[config.mk]
export PLATFORM = sky130hd
export DESIGN_NAME = enet_regport
export DESIGN_NICKNAME = d
export VERILOG_FILES = /design/src/rtl/enet_regport_pkg.sv /design/src/rtl/enet_regport_decode.sv /design/src/rtl/enet_regport_main.sv /design/src/rtl/enet_regport_cfg.sv /design/src/rtl/enet_regport.sv
export SDC_FILE = /design/constraint.sdc
export NUM_CORES = 1
export LEC_CHECK = 0
export ABC_AREA = 0
export ABC_CLOCK_PERIOD_IN_PS = 3250
export BUFFER_PORTS_ARGS = -buffer_cell sky130_fd_sc_hd__buf_4
export CAP_MARGIN = 30
export CORE_MARGIN = 4
export CORE_UTILIZATION = 25
export DETAILED_ROUTE_END_ITERATION = 8
export GPL_ROUTABILITY_DRIVEN = 1
export PLACE_DENSITY = 0.44
export SLEW_MARGIN = 20
export SYNTH_ARGS = -nofsm -noshare
export SYNTH_HDL_FRONTEND = slang
export SYNTH_HIERARCHICAL = 1
export SYNTH_SLANG_ARGS = --single-unit
export TNS_END_PERCENT = 1
[constraint.sdc]
create_clock -name clk -period 3.25 [get_ports clk]
set_clock_uncertainty 0.2 [all_clocks]
set_input_delay 0.65 -clock clk [delete_from_list [all_inputs] [get_ports clk]]
set_output_delay 0.65 -clock clk [all_outputs]
set_load 0.01 [all_outputs]
[src/rtl/enet_regport_pkg.sv]
package enet_regport_pkg;
  localparam int unsigned WORD_W = 16;

  localparam int unsigned B_LOAD   = 0;
  localparam int unsigned B_RUN    = 1;
  localparam int unsigned B_HALT   = 2;
  localparam int unsigned B_POLL   = 3;
  localparam int unsigned B_TXACT  = 4;
  localparam int unsigned B_RXACT  = 5;
  localparam int unsigned B_IEN    = 6;
  localparam int unsigned B_IRQSUM = 7;
  localparam int unsigned CAUSE_LO = 8;
  localparam int unsigned N_CAUSE  = 7;
  localparam int unsigned B_ERRSUM = 15;

  localparam int unsigned REG_MAIN   = 0;
  localparam int unsigned REG_IBA_LO = 1;
  localparam int unsigned REG_IBA_HI = 2;
  localparam int unsigned REG_BUSCFG = 3;
  localparam int unsigned REG_FILT0  = 8;
  localparam int unsigned REG_MODE   = 15;

  localparam int unsigned BUSCFG_W = 3;

  // cause vector, LSB maps to register bit 8
  typedef struct packed {
    logic jabber;
    logic colchk;
    logic rxlost;
    logic memerr;
    logic rxdone;
    logic txdone;
    logic loaded;
  } cause_t;

  typedef struct packed {
    logic load;
    logic run;
    logic halt;
    logic poll;
  } cmd_t;
endpackage

[src/rtl/enet_regport_decode.sv]
module enet_regport_decode
  import enet_regport_pkg::*;
#(
  parameter int unsigned PTR_W = 4
) (
  input  logic              clk,
  input  logic              rst_n,
  input  logic              host_en,
  input  logic              host_we,
  input  logic              host_word,
  input  logic [PTR_W-1:0]  ptr_wdata,
  input  logic [WORD_W-1:0] main_rd,
  input  logic [WORD_W-1:0] cfg_rd,
  output logic [PTR_W-1:0]  ptr,
  output logic              wr_main,
  output logic              wr_cfg,
  output logic [WORD_W-1:0] host_rdata
);
  localparam logic [PTR_W-1:0] MAIN_NUM = PTR_W'(REG_MAIN);

  logic [PTR_W-1:0] ptr_q;
  logic             wr_data;

  always_ff @(posedge clk or negedge rst_n) begin
    if (!rst_n) begin
      ptr_q <= '0;
    end else if (host_en && host_we && host_word) begin
      ptr_q <= ptr_wdata;
    end
  end

  assign wr_data = host_en && host_we && !host_word;
  assign wr_main = wr_data && (ptr_q == MAIN_NUM);
  assign wr_cfg  = wr_data && (ptr_q != MAIN_NUM);
  assign ptr     = ptr_q;

  always_comb begin
    if (host_word) begin
      host_rdata = WORD_W'(ptr_q);
    end else if (ptr_q == MAIN_NUM) begin
      host_rdata = main_rd;
    end else begin
      host_rdata = cfg_rd;
    end
  end
endmodule

[src/rtl/enet_regport_main.sv]
module enet_regport_main
  import enet_regport_pkg::*;
(
  input  logic              clk,
  input  logic              rst_n,
  input  logic              wr,
  input  logic [WORD_W-1:0] wdata,
  input  cause_t            ev,
  output logic [WORD_W-1:0] rd_val,
  output logic              irq,
  output cmd_t              cmd,
  output logic              act
);
  logic   load_q, run_q, halt_q, ien_q, loadcmp_q, act_q;
  cause_t cause_q, cause_nxt, clr_vec, set_vec;
  cmd_t   cmd_q;
  logic   err_sum, irq_sum;
  logic   wdata_unused;

  assign wdata_unused = ^{wdata[B_ERRSUM], wdata[B_IRQSUM], wdata[B_RXACT], wdata[B_TXACT]};

  always_comb begin
    clr_vec   = wr ? cause_t'(wdata[CAUSE_LO +: N_CAUSE]) : '0;
    set_vec   = halt_q ? '0 : ev;
    cause_nxt = (cause_q & ~clr_vec) | set_vec;
  end

  always_ff @(posedge clk or negedge rst_n) begin
    if (!rst_n) begin
      load_q    <= 1'b0;
      run_q     <= 1'b0;
      halt_q    <= 1'b1;
      ien_q     <= 1'b0;
      loadcmp_q <= 1'b0;
      act_q     <= 1'b0;
      cause_q   <= '0;
      cmd_q     <= '0;
    end else begin
      cmd_q <= '0;
      if (wr && wdata[B_HALT]) begin
        // halt dominates every other bit of the same write
        halt_q     <= 1'b1;
        load_q     <= 1'b0;
        run_q      <= 1'b0;
        ien_q      <= 1'b0;
        loadcmp_q  <= 1'b0;
        act_q      <= 1'b0;
        cause_q    <= '0;
        cmd_q.halt <= 1'b1;
      end else begin
        if (wr) begin
          ien_q <= wdata[B_IEN];
          if (wdata[B_LOAD]) begin
            load_q     <= 1'b1;
            halt_q     <= 1'b0;
            loadcmp_q  <= 1'b0;
            cmd_q.load <= 1'b1;
          end
          if (wdata[B_RUN]) begin
            run_q     <= 1'b1;
            halt_q    <= 1'b0;
            cmd_q.run <= 1'b1;
          end
          if (wdata[B_POLL] && !halt_q) begin
            cmd_q.poll <= 1'b1;
          end
        end
        if (ev.loaded && !halt_q) begin
          loadcmp_q <= 1'b1;
        end
        cause_q <= cause_nxt;
        act_q   <= run_q && loadcmp_q;
      end
    end
  end

  assign err_sum = cause_q.jabber | cause_q.colchk | cause_q.rxlost | cause_q.memerr;
  assign irq_sum = cause_q.jabber | cause_q.rxlost | cause_q.memerr |
                   cause_q.rxdone | cause_q.txdone | cause_q.loaded;

  always_comb begin
    rd_val                         = '0;
    rd_val[B_LOAD]                 = load_q;
    rd_val[B_RUN]                  = run_q;
    rd_val[B_HALT]                 = halt_q;
    rd_val[B_TXACT]                = act_q;
    rd_val[B_RXACT]                = act_q;
    rd_val[B_IEN]                  = ien_q;
    rd_val[B_IRQSUM]               = irq_sum;
    rd_val[CAUSE_LO +: N_CAUSE]    = cause_q;
    rd_val[B_ERRSUM]               = err_sum;
  end

  assign irq = irq_sum && ien_q;
  assign cmd = cmd_q;
  assign act = act_q;
endmodule

[src/rtl/enet_regport_cfg.sv]
module enet_regport_cfg
  import enet_regport_pkg::*;
#(
  parameter int unsigned PTR_W      = 4,
  parameter int unsigned FILT_WORDS = 4,
  parameter int unsigned AHI_W      = 8
) (
  input  logic                         clk,
  input  logic                         rst_n,
  input  logic                         wr,
  input  logic [PTR_W-1:0]             sel,
  input  logic [WORD_W-1:0]            wdata,
  input  logic                         halted,
  output logic [WORD_W+AHI_W-1:0]      init_addr,
  output logic [BUSCFG_W-1:0]          bus_cfg,
  output logic [WORD_W*FILT_WORDS-1:0] filt,
  output logic [WORD_W-1:0]            mode,
  output logic [WORD_W-1:0]            rd_val
);
  localparam logic [PTR_W-1:0] N_LO   = PTR_W'(REG_IBA_LO);
  localparam logic [PTR_W-1:0] N_HI   = PTR_W'(REG_IBA_HI);
  localparam logic [PTR_W-1:0] N_BUS  = PTR_W'(REG_BUSCFG);
  localparam logic [PTR_W-1:0] N_MODE = PTR_W'(REG_MODE);

  logic [WORD_W-1:0]   lo_q;
  logic [AHI_W-1:0]    hi_q;
  logic [BUSCFG_W-1:0] bus_q;
  logic [WORD_W-1:0]   mode_q;
  logic [WORD_W-1:0]   filt_rd [FILT_WORDS];
  logic                wr_locked;

  assign wr_locked = wr && halted;

  always_ff @(posedge clk or negedge rst_n) begin
    if (!rst_n) begin
      lo_q  <= '0;
      hi_q  <= '0;
      bus_q <= '0;
    end else if (wr_locked) begin
      if (sel == N_LO)  lo_q  <= wdata;
      if (sel == N_HI)  hi_q  <= wdata[AHI_W-1:0];
      if (sel == N_BUS) bus_q <= wdata[BUSCFG_W-1:0];
    end
  end

  always_ff @(posedge clk or negedge rst_n) begin
    if (!rst_n) begin
      mode_q <= '0;
    end else if (wr && sel == N_MODE) begin
      mode_q <= wdata;
    end
  end

  for (genvar g = 0; g < FILT_WORDS; g++) begin : g_filt
    localparam logic [PTR_W-1:0] MY_NUM = PTR_W'(REG_FILT0 + g);
    logic [WORD_W-1:0] word_q;
    always_ff @(posedge clk or negedge rst_n) begin
      if (!rst_n) begin
        word_q <= '0;
      end else if (wr && sel == MY_NUM) begin
        word_q <= wdata;
      end
    end
    assign filt[g*WORD_W +: WORD_W] = word_q;
    assign filt_rd[g] = (sel == MY_NUM) ? word_q : '0;
  end

  always_comb begin
    rd_val = '0;
    if (sel == N_LO)   rd_val = lo_q;
    if (sel == N_HI)   rd_val = WORD_W'(hi_q);
    if (sel == N_BUS)  rd_val = WORD_W'(bus_q);
    if (sel == N_MODE) rd_val = mode_q;
    for (int i = 0; i < FILT_WORDS; i++) begin
      rd_val = rd_val | filt_rd[i];
    end
  end

  assign init_addr = {hi_q, lo_q};
  assign bus_cfg   = bus_q;
  assign mode      = mode_q;
endmodule

[src/rtl/enet_regport.sv]
module enet_regport
  import enet_regport_pkg::*;
#(
  parameter int unsigned PTR_W      = 4,
  parameter int unsigned FILT_WORDS = 4,
  parameter int unsigned AHI_W      = 8,
  localparam int unsigned IBA_W     = WORD_W + AHI_W,
  localparam int unsigned FILT_W    = WORD_W * FILT_WORDS
) (
  input  logic              clk,
  input  logic              rst_n,
  input  logic              host_en,
  input  logic              host_we,
  input  logic              host_word,
  input  logic [WORD_W-1:0] host_wdata,
  output logic [WORD_W-1:0] host_rdata,
  input  logic              ev_load_done,
  input  logic              ev_tx_done,
  input  logic              ev_rx_done,
  input  logic              ev_mem_err,
  input  logic              ev_rx_lost,
  input  logic              ev_col_chk,
  input  logic              ev_jabber,
  output logic              cmd_load,
  output logic              cmd_run,
  output logic              cmd_halt,
  output logic              cmd_poll,
  output logic              tx_enable,
  output logic              rx_enable,
  output logic              irq,
  output logic [IBA_W-1:0]  init_addr,
  output logic [BUSCFG_W-1:0] bus_cfg,
  output logic [FILT_W-1:0] filter_bits,
  output logic [WORD_W-1:0] mode_word
);
  logic [PTR_W-1:0]  ptr_q;
  logic              wr_main, wr_cfg;
  logic [WORD_W-1:0] main_rd, cfg_rd;
  cause_t            ev_vec;
  cmd_t              cmd;
  logic              act;

  assign ev_vec = '{jabber: ev_jabber, colchk: ev_col_chk, rxlost: ev_rx_lost,
                    memerr: ev_mem_err, rxdone: ev_rx_done, txdone: ev_tx_done,
                    loaded: ev_load_done};

  enet_regport_decode #(.PTR_W(PTR_W)) u_decode (
    .clk        (clk),
    .rst_n      (rst_n),
    .host_en    (host_en),
    .host_we    (host_we),
    .host_word  (host_word),
    .ptr_wdata  (host_wdata[PTR_W-1:0]),
    .main_rd    (main_rd),
    .cfg_rd     (cfg_rd),
    .ptr        (ptr_q),
    .wr_main    (wr_main),
    .wr_cfg     (wr_cfg),
    .host_rdata (host_rdata)
  );

  enet_regport_main u_main (
    .clk    (clk),
    .rst_n  (rst_n),
    .wr     (wr_main),
    .wdata  (host_wdata),
    .ev     (ev_vec),
    .rd_val (main_rd),
    .irq    (irq),
    .cmd    (cmd),
    .act    (act)
  );

  enet_regport_cfg #(
    .PTR_W      (PTR_W),
    .FILT_WORDS (FILT_WORDS),
    .AHI_W      (AHI_W)
  ) u_cfg (
    .clk       (clk),
    .rst_n     (rst_n),
    .wr        (wr_cfg),
    .sel       (ptr_q),
    .wdata     (host_wdata),
    .halted    (main_rd[B_HALT]),
    .init_addr (init_addr),
    .bus_cfg   (bus_cfg),
    .filt      (filter_bits),
    .mode      (mode_word),
    .rd_val    (cfg_rd)
  );

  assign cmd_load  = cmd.load;
  assign cmd_run   = cmd.run;
  assign cmd_halt  = cmd.halt;
  assign cmd_poll  = cmd.poll;
  assign tx_enable = act;
  assign rx_enable = act;
endmodule

### After elaboration in Yosys (flattened, before gate mapping)

Index checks and enable logic that the tools add are counted.

| storage, ports and cells | value |
|---|---|
| bits of input ports | 28 |
| memories | 0 |
| logic and storage cells | 119 |
| bits in read-only memories | 0 |
| bits in latches | 0 |
| RAM bits | 0 |
| register bits after elaboration | 128 |

| operators by class | value |
|---|---|
| div/mod/pow operators | 0 |
| magnitude comparators | 0 |
| muxes and demuxes | 37 |
| equal/unequal tests | 8 |
| shift operators | 0 |
| reductions and logical operators | 33 |
| add/sub/neg operators | 0 |
| bitwise operators | 15 |
| multiply operators | 0 |

Operators by type and width:

| cell | count |
|---|---|
| $mux W16 | 10 |
| $or A16 B16 Y16 | 4 |
| $mux W1 | 22 |
| $mux W7 | 3 |
| $eq A4 B4 Y1 const B | 5 |
| $logic_and A1 B1 Y1 | 16 |
| $reduce_and A2 Y1 | 7 |
| $reduce_bool A3 Y1 | 3 |
| $eq A4 B2 Y1 const B | 2 |
| $or A1 B1 Y1 | 8 |
| $and A7 B7 Y7 | 1 |
| $not A7 Y7 | 1 |
| $or A7 B7 Y7 | 1 |
| $reduce_bool A2 Y1 | 3 |
| $eq A4 B1 Y1 const B | 1 |
| $logic_not A4 Y1 | 1 |
| $mux W2 | 2 |
| $reduce_bool A4 Y1 | 1 |
| $logic_not A1 Y1 | 2 |

### Logic depth before layout (Yosys ltp)

Gate-level depths: netlist (run 1).

| depth | value |
|---|---|
| depth after elaboration | 11 |
| depth in mapped cells | 9 |
| gate-level depth less buffers | 5 |

### Modules after synthesis

The synthesis (run 1) kept the hierarchy.

Modules (own cells, without submodules):

| module | area an instance (um^2) | instances | cells an instance | seq. area each (um^2) |
|---|---|---|---|---|
| enet_regport_cfg | 5213.8 | 1 | 388 | 2677.6 |
| enet_regport_main | 789.5 | 1 | 81 | 426.7 |
| enet_regport_decode | 450.4 | 1 | 68 | 100.1 |
| enet_regport | 7.5 | 1 | 1 | 0.0 |

### Worst setup path after synthesis (run 1)

Ideal clock, no wire load.

| path | value |
|---|---|
| path kind | reg-to-output |
| start point | register u_decode.ptr_q[1] (netlist: u_decode/ptr[1]) |
| end point | output host_rdata[2] |
| arrival | 1.785 ns |
| buffers on the path | 2 |
| cell stages (with the launch flop) | 7 |
| data required time | 2.400 ns |
| setup slack | 0.615 ns |
| cells stage by stage | dfrtp_1 buf_2 buf_2 mux4_2 nand2_1 o211ai_1 o32a_2 |

| between the ends | value |
|---|---|
| cells in the longest elaborated chain, start to end | 11 |

Ends and longest elaborated chain:

| element | line | RTL |
|---|---|---|
| start, declared | enet_regport_decode.sv:21 | `logic [PTR_W-1:0] ptr_q;` |
| start signal, assigned | enet_regport_decode.sv:28 | `ptr_q <= ptr_wdata;` |
| $eq A4 B1 Y1 | enet_regport_cfg.sv:70 | `if (sel == N_LO) rd_val = lo_q;` |
| $mux W16 | enet_regport_cfg.sv:70 |  |
| $mux W16 | enet_regport_cfg.sv:71 | `if (sel == N_HI) rd_val = WORD_W'(hi_q);` |
| $mux W16 | enet_regport_cfg.sv:72 | `if (sel == N_BUS) rd_val = WORD_W'(bus_q);` |
| $mux W16 | enet_regport_cfg.sv:73 | `if (sel == N_MODE) rd_val = mode_q;` |
| $or A16 B16 Y16 (3 in series) | enet_regport_cfg.sv:75 | `rd_val = rd_val \| filt_rd[i];` |
| $or A16 B16 Y16 * | enet_regport_cfg.sv:75 |  |
| named net cfg_rd[2] | enet_regport.sv:38 | `logic [WORD_W-1:0] main_rd, cfg_rd;` |
| $mux W16 * | enet_regport_decode.sv:40 | `end else if (ptr_q == MAIN_NUM) begin` |
| $mux W16 * | enet_regport_decode.sv:38 | `if (host_word) begin` |
| end, declared | enet_regport.sv:16 | `output logic [WORD_W-1:0] host_rdata,` |

The timed path passes the listed nets; every way through them passes the cells marked *.

### Final worst setup path (run 1)

| path | value |
|---|---|
| start point | register u_decode.ptr_q[1] (netlist: u_decode/ptr[1]) |
| end point | output host_rdata[9] |

The elaborated chain is that of the path after synthesis.

==> results.py, run 1 <==
metrics = {
    "global_route": {
        "first_global_vias": 5312,
        "global_route_wire_length_before_repair_um": 35100,
        "largest_net_degree_at_the_start_of_global_routing": 129,
        "antenna_found_initial": 0,
        "grt_overflow_total": 0,
        "globalRouteTotalUtil": 0.165,
    },
    "logic_synthesis": {
        "synthesized_area_per_cell_um2": 12.0,
        "seq_area_frac_synth": 0.496,
        "synth_flop_cell": "dfrtp_1",
        "yosys.cell_types.count": 62,
        "synthArstFlopShare": 1.00,
        "ys_ff_latch": 128,
        "synth_edf_count": 0,
        "synth.cell_area_um2": 6460,
        "synth_cells": 538,
        "synth_fp_nets": 566,
        "yosysWarningCount": 6,
    },
    "job": {
        "timing.max_cap.violations": 0,
    },
    "sta": {
        "fin_tns_setup_ns": 0,
        "tightest_slew_ns": 0.773,
        "maxSlewViolCount": 0,
        "max_freq_mhz": 320,
        "period_minus_slack_ns": 3.12,
        "setup_ws_ns": 0.125,
        "fin_crit_sh": 0.961,
        "final_number_of_setup_violating_endpoints": 0,
        "hold_violation_count_in_the_final_report": 0,
        "grt_setup_unrepaired": "yes",
        "holdWs_ns": 0.138,
        "slew-limit-headroom": 0.484,
    },
    "critical_path": {
        "worst_path_largest_cell_delay_ns": 0.48,
        "endpoint_kind": "output pin",
        "crit_family": "simple AND/OR/NAND/NOR gates",
        "worstPathBufferInverterCount": 2,
        "reg2reg_to": "u_main/loadcmp_q",
        "cpMostUsedCell": "a21oi_1",
        "start_kind": "flip-flop",
        "timing.critical_path.arrival_ns": 2.27,
        "rr_worst_depth": 6,
        "timing.critical_path.cells": "buf_6 -> or3b_2 -> a21oi_1 -> a221o_1 -> nand2_1 -> a21oi_1 -> buf_4",
        "r2r_setup_slack_ns": 0.58,
        "crit_type": "flip-flop to output pin",
        "slowest_stage": "or3b_2",
        "r2r-start": "u_decode/ptr[0]",
        "crit_required_ns": 2.40,
        "critical_path_peak_fanout": 23,
    },
    "placement": {
        "detailed_place.area_um2": 7940,
        "port_buffers": 157,
        "preCtsSetupSlack_ns": 0.368,
        "dpl.hpwl_um": 17100,
        "post-place-cells": 1002,
        "routabilityCongestion": 0.895,
    },
    "clock_network": {
        "clockBufferDepth": 2,
        "cts_buffers": 17,
        "tritoncts_clock_tree": "yes",
        "h_tree_levels": 4,
        "cts.clk_slew.worst_paths_ns": 0.06,
        "cts.sinks": 128,
        "insertion_delay_ns": 0.42,
        "clock_root_buffer": "clkbuf_16",
    },
    "drt": {
        "first_pass_iters": 5,
        "wl_um": 23600,
        "num_vias": 5044,
        "drt_drc_violations_left": 0,
        "drt_first_iter_violations": 351,
        "detail-route-antenna-nets": 0,
        "routedWlPerCell_um": 22.8,
        "post_drt_via_cell_ratio": 4.87,
    },
    "floorplan": {
        "std_cell_rows": 58,
        "initial_core_util": 0.255,
        "design.portCount": 158,
        "die_area_um2": 28500,
        "fp.dieW_um": 169,
        "core_um2": 25300,
        "dieHeight_um": 169,
    },
    "cells_and_area": {
        "ff_latch_area_um2": 3210,
        "final-instance-count-excl-fill": 1036,
        "num_antenna_cells": 0,
        "mostFrequentLayoutCell": "buf_4",
        "area.growth.synth_to_final_pct": 33.2,
        "number_of_nets_in_the_finished_design": 721,
        "postLayoutCoreUtil": 0.340,
        "final_instance_area_um2": 8610,
        "drive_gt1_frac": 0.494,
        "multiInputGateArea_um2": 2970,
        "layout.filler_cells": 2569,
        "layout_common_cells": "buf_4, dfrtp_1, mux2_2, nand2_1, a21oi_1",
    },
    "hold_path": {
        "timing.hold.worst.class": "primary input to async pin",
    },
    "power": {
        "p_leak_nw": 4.17,
        "power_per_cell_area_nw_per_um2": 700,
        "design_power_total_mw": 6.03,
        "worst_ir_drop_vdd_mv": 0.321,
    },
    "run_status": {
        "outcome": "finished, final reports clean",
    },
}
cells in the mapped netlist (3+ instances only):
cell	count	share of area
a21o_1	3	0.0035
a21oi_1	27	0.021
a22oi_1	8	0.0093
a32oi_1	4	0.0054
and3_1	9	0.0087
and3b_1	18	0.024
buf_2	9	0.0070
buf_4	15	0.017
buf_6	9	0.016
clkbuf_1	9	0.0052
dfrtp_1	127	0.49
inv_1	3	0.0017
mux2_1	11	0.019
mux2_2	102	0.18
mux2_4	10	0.023
nand2_1	51	0.030
nand3_1	9	0.0070
nand4_1	6	0.0058
nor2_1	16	0.0093
nor2b_1	8	0.0077
nor3_1	5	0.0039
nor3b_1	7	0.0081
nor4bb_1	3	0.0046
o211ai_1	6	0.0070
o21ai_0	15	0.012
o22ai_1	4	0.0039
what timing repair did:
| action | 4_1_cts | 5_1_grt |
|---|---|---|
| setup endpoints to repair | 15 | 10 |
| hold buffers | 0 | 0 |
| buffers inserted | 0 | 2 |
| gates resized for setup | 4 | 10 |
| pin swaps | 0 | 1 |
worst register-to-register path, cell delays in order (launching register included):
cell and delay, ns:
dfrtp_4 0.56, buf_4 0.23, or4_4 0.65, nor3_2 0.30
buf_4 0.26, and2_4 0.28, nor2_1 0.08
cell families (layout without fill, tap and decap cells):
logic type	Yosys count	after routing	synth area share
AO/OA/AOI/OAI	76	76	0.0747
buffers and inverters	48	216	0.0505
flip-flops	128	128	0.496
multiplexers	125	125	0.225
other	1	1	0.000580
AND/OR/NAND/NOR	160	160	0.153
sequential cells by signal, summed over array words and instances (netlist names):
name,flops
u_decode/ptr,4
u_main/rd_val,7
u_cfg/bus_cfg,3
u_main/act,1
u_cfg/lo_q,16
u_main/cmd,4
u_cfg/mode,16
u_cfg/hi_q,8
u_cfg/g_filt.word_q,64
u_main/halt_q,1
u_main/run_q,1
u_main/load_q,1
u_main/ien_q,1
u_main/loadcmp_q,1
routing by layer:
| layer | share of wire | vias up | track usage |
|---|---|---|---|
| li1 | - | 2261 | - |
| met1 | 0.45 | 2594 | 0.220 |
| met2 | 0.48 | 164 | 0.266 |
| met3 | 0.049 | 25 | 0.0378 |
| met4 | 0.024 | 0 | 0.0533 |
| met5 | 0 | - | 0 |
report_power, final:
group | switching [mW] | internal [mW] | leakage (nW)
clock | 0.719 | 1.24 | 0.282
combinational | 0.829 | 0.913 | 2.21
sequential | 0.386 | 1.94 | 1.68
total | 1.93 | 4.09 | 4.17
worst max path at each step:
stage                                from              to  slack [ns]  depth (start not counted)
after floorplan           u_decode/ptr[1]   host_rdata[2]        0.62                          6
after global placement    u_decode/ptr[1]  host_rdata[15]        0.38                          7
after detailed placement  u_decode/ptr[1]  host_rdata[15]        0.37                          7
after CTS                 u_decode/ptr[2]   host_rdata[7]       -0.02                          8
after global routing      u_decode/ptr[2]   host_rdata[7]       -0.01                          8
final                     u_decode/ptr[1]   host_rdata[9]        0.13                          7
layout make-up:
cell class / instances / share of cell area
timing repair buffer: 181 / 0.164
clock inverter: 10 / 0.0157
tap: 330 / 0.0480
inverter: 3 / 0.00131
multi-input combinational: 362 / 0.345
sequential: 128 / 0.373
clock buffer: 22 / 0.0539
No activity file was read; power rests on OpenSTA's default activity.
==> inputs of run 2 (changes only) <==
--- a/config.mk
+++ b/config.mk
@@ -10,10 +10,10 @@
 export BUFFER_PORTS_ARGS = -buffer_cell sky130_fd_sc_hd__buf_4
 export CAP_MARGIN = 30
 export CORE_MARGIN = 4
-export CORE_UTILIZATION = 25
+export CORE_UTILIZATION = 42
 export DETAILED_ROUTE_END_ITERATION = 8
 export GPL_ROUTABILITY_DRIVEN = 1
-export PLACE_DENSITY = 0.44
+export PLACE_DENSITY = 0.66
 export SLEW_MARGIN = 20
 export SYNTH_ARGS = -nofsm -noshare
 export SYNTH_HDL_FRONTEND = slang
==> results.py, run 2 (same netlist as run 1, synthesis figures left out) <==
metrics = {
    "clock_network": {
        "cts_hold_buffers": 0,
        "insertion_delay_ns": 0.43,
        "clock_root_buffer": "clkbuf_16",
        "tritoncts_clock_tree": "yes",
        "h_tree_levels": 4,
        "cts.clk_slew.worst_paths_ns": 0.06,
        "cts_buffers": 17,
        "clockBufferDepth": 2,
        "cts.sinks": 128,
        "post_cts_setup_buffer_count": 0,
    },
    "critical_path": {
        "reg2reg_to": "u_cfg/g_filt[0].word_q[15]",
        "crit_type": "flip-flop to output pin",
        "rr_worst_depth": 7,
        "critical_path_peak_fanout": 14,
        "timing.critical_path.arrival_ns": 2.32,
        "crit_required_ns": 2.40,
        "start_kind": "flip-flop",
        "r2r-start": "u_decode/ptr[0]",
        "r2r_setup_slack_ns": 0.50,
        "endpoint_kind": "output pin",
    },
    "placement": {
        "dpl.hpwl_um": 14000,
        "port_buffers": 157,
        "routabilityCongestion": 0.882,
        "post-place-cells": 863,
        "preCtsSetupSlack_ns": 0.334,
    },
    "cells_and_area": {
        "mostFrequentLayoutCell": "buf_4",
        "largest_register_ff_count": 64,
        "final-instance-count-excl-fill": 895,
        "register_with_the_most_flip_flops": "u_cfg/g_filt.word_q",
        "num_antenna_cells": 0,
        "drive_gt1_frac": 0.498,
        "layout_common_cells": "buf_4, dfrtp_1, mux2_2, nand2_1, a21oi_1",
        "number_of_nets_in_the_finished_design": 722,
        "area.growth.synth_to_final_pct": 31.6,
    },
    "sta": {
        "fin_crit_sh": 0.975,
        "maxSlewViolCount": 0,
        "max_freq_mhz": 315,
        "period_minus_slack_ns": 3.17,
        "slew-limit-headroom": 0.575,
        "setup_ws_ns": 0.0798,
        "final_number_of_setup_violating_endpoints": 0,
        "tightest_slew_ns": 0.637,
        "hold_violation_count_in_the_final_report": 0,
        "grt_setup_unrepaired": "yes",
    },
    "global_route": {
        "global_route_wire_length_before_repair_um": 30600,
        "globalRouteTotalUtil": 0.226,
        "first_global_vias": 5208,
        "antenna_found_initial": 0,
        "largest_net_degree_at_the_start_of_global_routing": 65,
        "grt_overflow_total": 0,
    },
    "run_status": {
        "outcome": "finished, final reports clean",
    },
    "drt": {
        "first_pass_iters": 6,
        "wl_um": 19900,
        "drt_first_iter_violations": 264,
        "detail-route-antenna-nets": 0,
        "routedWlPerCell_um": 22.2,
        "num_vias": 5068,
        "drt_drc_violations_left": 0,
        "post_drt_via_cell_ratio": 5.66,
    },
    "floorplan": {
        "dieHeight_um": 132,
        "std_cell_rows": 45,
        "initial_core_util": 0.427,
        "fp.dieW_um": 132,
        "core_um2": 15100,
        "design.portCount": 158,
        "die_area_um2": 17400,
    },
    "job": {
        "timing.max_cap.violations": 0,
    },
    "power": {
        "p_leak_nw": 4.22,
        "worst_ir_drop_vdd_mv": 0.354,
        "power_per_cell_area_nw_per_um2": 738,
    },
    "hold_path": {
        "timing.hold.worst.class": "primary input to async pin",
    },
}
run 2: changes by cell type in the layout (fill, tap and decap cells not counted), moves of 2 or more:
cell        delta
clkinvlp_4     -3
clkbuf_8       +2
buf_4          +4
dfrtp_1        -2
dfrtp_2        +3
bufinv_16      +4
clkbuf_1       -2
run 2: per-layer routing:
| metal | vias up | wire length [um] | share of wire | GRT usage |
|---|---|---|---|---|
| li1 | 2265 | - | - | - |
| met1 | 2559 | 8460 | 0.43 | 0.300 |
| met2 | 216 | 9410 | 0.47 | 0.352 |
| met3 | 28 | 1600 | 0.080 | 0.0718 |
| met4 | 0 | 395 | 0.020 | 0.0776 |
| met5 | - | 0 | 0 | 0 |
run 2: final cells by class:
class / count / area [um^2]
fillers: 1290 / 6640
flip-flops and latches: 128 / 3210
multi-input cells: 362 / 2940
repair buffers: 182 / 1400
clock buffers: 22 / 484
well taps: 188 / 235
clock inverters: 10 / 228
inverters: 3 / 11.3
run 2: what timing repair did:
item / CTS / global route
setup endpoints to repair: 15 / 7
cloned: 0 / 0
resized for setup: 4 / 4
run 2: worst max path at each step:
stage / from / to / slack [ns] / cells after the start
2_1_floorplan: u_decode/ptr[1] / host_rdata[2] / 0.62 / 6
3_3_place_gp: u_decode/ptr[0] / host_rdata[0] / 0.39 / 5
3_5_place_dp: u_decode/ptr[0] / host_rdata[14] / 0.33 / 7
4_1_cts: u_decode/ptr[0] / host_rdata[3] / 0.01 / 6
5_1_grt: u_decode/ptr[0] / host_rdata[13] / -0.009 / 7
6_report: u_decode/ptr[0] / host_rdata[13] / 0.08 / 7
run 2: per-stage QoR:
stage,TNS (ns),instance area (um^2),hold WS [ns],utilization,total power [mW]
floorplan,0,6460,0.154,-,3.12
global placement,0,7770,0.290,0.513,3.98
detailed placement,0,7770,0.294,0.513,4.01
CTS,0,8500,0.0485,0.561,6.31
global route,-0.0111,8500,0.0847,0.561,6.53
finish,0,8500,0.0355,0.561,6.28
run 2: where the power goes:
group | internal (mW) | switching, mW
logic | 0.901 | 0.782
clock network | 1.59 | 0.690
registers | 1.94 | 0.369
total | 4.44 | 1.84
run 2: critical path, cell delays in order (launching register included):
cell      delay (ns)
dfrtp_2         0.50
buf_4           0.23
mux2_2          0.37
a311oi_1        0.31
o22ai_1         0.18
nand2_1         0.09
a21oi_1         0.07
buf_4           0.15
==> inputs of run 3 (changes only) <==
--- a/config.mk
+++ b/config.mk
@@ -6,14 +6,14 @@
 export NUM_CORES = 1
 export LEC_CHECK = 0
 export ABC_AREA = 0
-export ABC_CLOCK_PERIOD_IN_PS = 3250
+export ABC_CLOCK_PERIOD_IN_PS = 3200
 export BUFFER_PORTS_ARGS = -buffer_cell sky130_fd_sc_hd__buf_4
 export CAP_MARGIN = 30
 export CORE_MARGIN = 4
-export CORE_UTILIZATION = 42
+export CORE_UTILIZATION = 54
 export DETAILED_ROUTE_END_ITERATION = 8
 export GPL_ROUTABILITY_DRIVEN = 1
-export PLACE_DENSITY = 0.66
+export PLACE_DENSITY = 0.82
 export SLEW_MARGIN = 20
 export SYNTH_ARGS = -nofsm -noshare
 export SYNTH_HDL_FRONTEND = slang
==> constraint.sdc (replaced) <==
create_clock -name clk -period 3.2 [get_ports clk]
set_clock_uncertainty 0.2 [all_clocks]
set_input_delay 0.64 -clock clk [delete_from_list [all_inputs] [get_ports clk]]
set_output_delay 0.64 -clock clk [all_outputs]
set_load 0.01 [all_outputs]
==> results.py, run 3 (same netlist as run 1, synthesis figures left out) <==
metrics = {
    "job": {
        "timing.max_cap.violations": 0,
    },
    "cells_and_area": {
        "layout_common_cells": "buf_4, dfrtp_1, mux2_2, nand2_1, a21oi_1",
        "drive_gt1_frac": 0.501,
        "area.growth.synth_to_final_pct": 29.6,
        "mostFrequentLayoutCell": "buf_4",
        "num_antenna_cells": 0,
        "register_with_the_most_flip_flops": "u_cfg/g_filt.word_q",
        "final-instance-count-excl-fill": 850,
        "layout.filler_cells": 780,
        "number_of_nets_in_the_finished_design": 723,
        "largest_register_ff_count": 64,
    },
    "drt": {
        "drt_first_iter_violations": 437,
        "num_vias": 5192,
        "wl_um": 19100,
        "drt_drc_violations_left": 0,
        "routedWlPerCell_um": 22.4,
        "detail-route-antenna-nets": 0,
        "post_drt_via_cell_ratio": 6.11,
        "first_pass_iters": 5,
    },
    "placement": {
        "preCtsSetupSlack_ns": 0.326,
        "port_buffers": 157,
        "dpl.hpwl_um": 13300,
        "post-place-cells": 813,
        "routabilityCongestion": 0.910,
    },
    "sta": {
        "final_number_of_setup_violating_endpoints": 0,
        "slew-limit-headroom": 0.599,
        "period_minus_slack_ns": 3.14,
        "max_freq_mhz": 318,
        "setup_ws_ns": 0.0584,
        "fin_crit_sh": 0.982,
        "grt_setup_unrepaired": "yes",
        "fin_tns_setup_ns": 0,
        "tightest_slew_ns": 0.601,
        "hold_violation_count_in_the_final_report": 0,
        "maxSlewViolCount": 0,
    },
    "global_route": {
        "grt_overflow_total": 0,
        "antenna_found_initial": 0,
        "first_global_vias": 5321,
        "globalRouteTotalUtil": 0.277,
        "largest_net_degree_at_the_start_of_global_routing": 73,
        "global_route_wire_length_before_repair_um": 30200,
    },
    "clock_network": {
        "tritoncts_clock_tree": "yes",
        "cts.clk_slew.worst_paths_ns": 0.06,
        "insertion_delay_ns": 0.42,
        "cts_buffers": 17,
        "cts.sinks": 128,
        "h_tree_levels": 4,
        "clockBufferDepth": 2,
        "clock_root_buffer": "clkbuf_16",
    },
    "critical_path": {
        "endpoint_kind": "output pin",
        "crit_type": "flip-flop to output pin",
        "crit_required_ns": 2.36,
        "timing.critical_path.arrival_ns": 2.30,
        "start_kind": "flip-flop",
        "critical_path_peak_fanout": 21,
    },
    "floorplan": {
        "fp.dieW_um": 117,
        "dieHeight_um": 117,
        "die_area_um2": 13800,
        "core_um2": 11600,
        "initial_core_util": 0.559,
        "std_cell_rows": 39,
        "design.portCount": 158,
    },
    "power": {
        "design_power_total_mw": 5.97,
        "power_per_cell_area_nw_per_um2": 713,
        "worst_ir_drop_vdd_mv": 0.499,
        "p_leak_nw": 4.16,
    },
    "run_status": {
        "outcome": "finished, final reports clean",
    },
    "hold_path": {
        "timing.hold.worst.class": "primary input to flip-flop",
    },
}
run 3: area by class of cell:
cell class                 instances  area, um^2  share of cell area
clock buffer                      18         429              0.0513
clock inverter                    13         141              0.0169
inverter                           3        11.3             0.00135
multi-input combinational        362        2970               0.355
sequential                       128        3210               0.383
tap                              143         179              0.0214
timing repair buffer             183        1430               0.171
run 3: worst max-delay path: stages (launching register included):
cell and delay [ns]:
dfrtp_2 0.50, buf_6 0.21, or3b_2 0.47, a21oi_1 0.17, a221o_1 0.16, nand2_1 0.06, a21oi_1 0.16, buf_4 0.14
run 3: final timing paths:
| path | startpoint | endpoint | cells after the start | slack [ns] |
|---|---|---|---|---|
| setup / recovery | u_decode/ptr[1] | host_rdata[9] | 7 | 0.06 |
| hold / removal | host_wdata[4] | u_cfg/mode[4] | 2 | 0.29 |
| setup reg to reg | u_decode/ptr[3] | u_main/rd_val[9] | 8 | 0.52 |
| hold reg to reg | u_main/loadcmp_q | u_main/act | 2 | 0.30 |
| max in group asynchronous | rst_n | u_main/halt_q | 3 | 1.56 |
| min in group asynchronous | rst_n | u_cfg/g_filt[0].word_q[2] | 2 | 0.47 |
run 3: metrics by stage:
step / hold WS, ns / cell area [um^2] / utilization
floorplan: 0.144 / 6460 / -
global placement: 0.290 / 7680 / 0.664
detailed placement: 0.292 / 7680 / 0.664
CTS: 0.291 / 8290 / 0.717
global route: 0.297 / 8370 / 0.724
finish: 0.293 / 8370 / 0.724
run 3: timing repair:
action / CTS / global route
hold buffers: 1 / 0
resized for setup: 8 / 10
pin swaps: 0 / 0
hold endpoints to repair: 24 / 0
endpoints found under the setup margin: 15 / 15
buffers inserted: 0 / 5
run 3: report_power, final:
part           switching (mW)  internal (mW)
sequential              0.385           1.97
combinational           0.810          0.939
clock                   0.725           1.14
total                    1.92           4.05
run 3: per-layer routing:
metal / vias up / global-route usage / part of all wire
li1: 2255 / - / -
met1: 2637 / 0.361 / 0.40
met2: 265 / 0.457 / 0.50
met3: 35 / 0.0688 / 0.080
met4: 0 / 0.0894 / 0.019
met5: - / 0 / 0
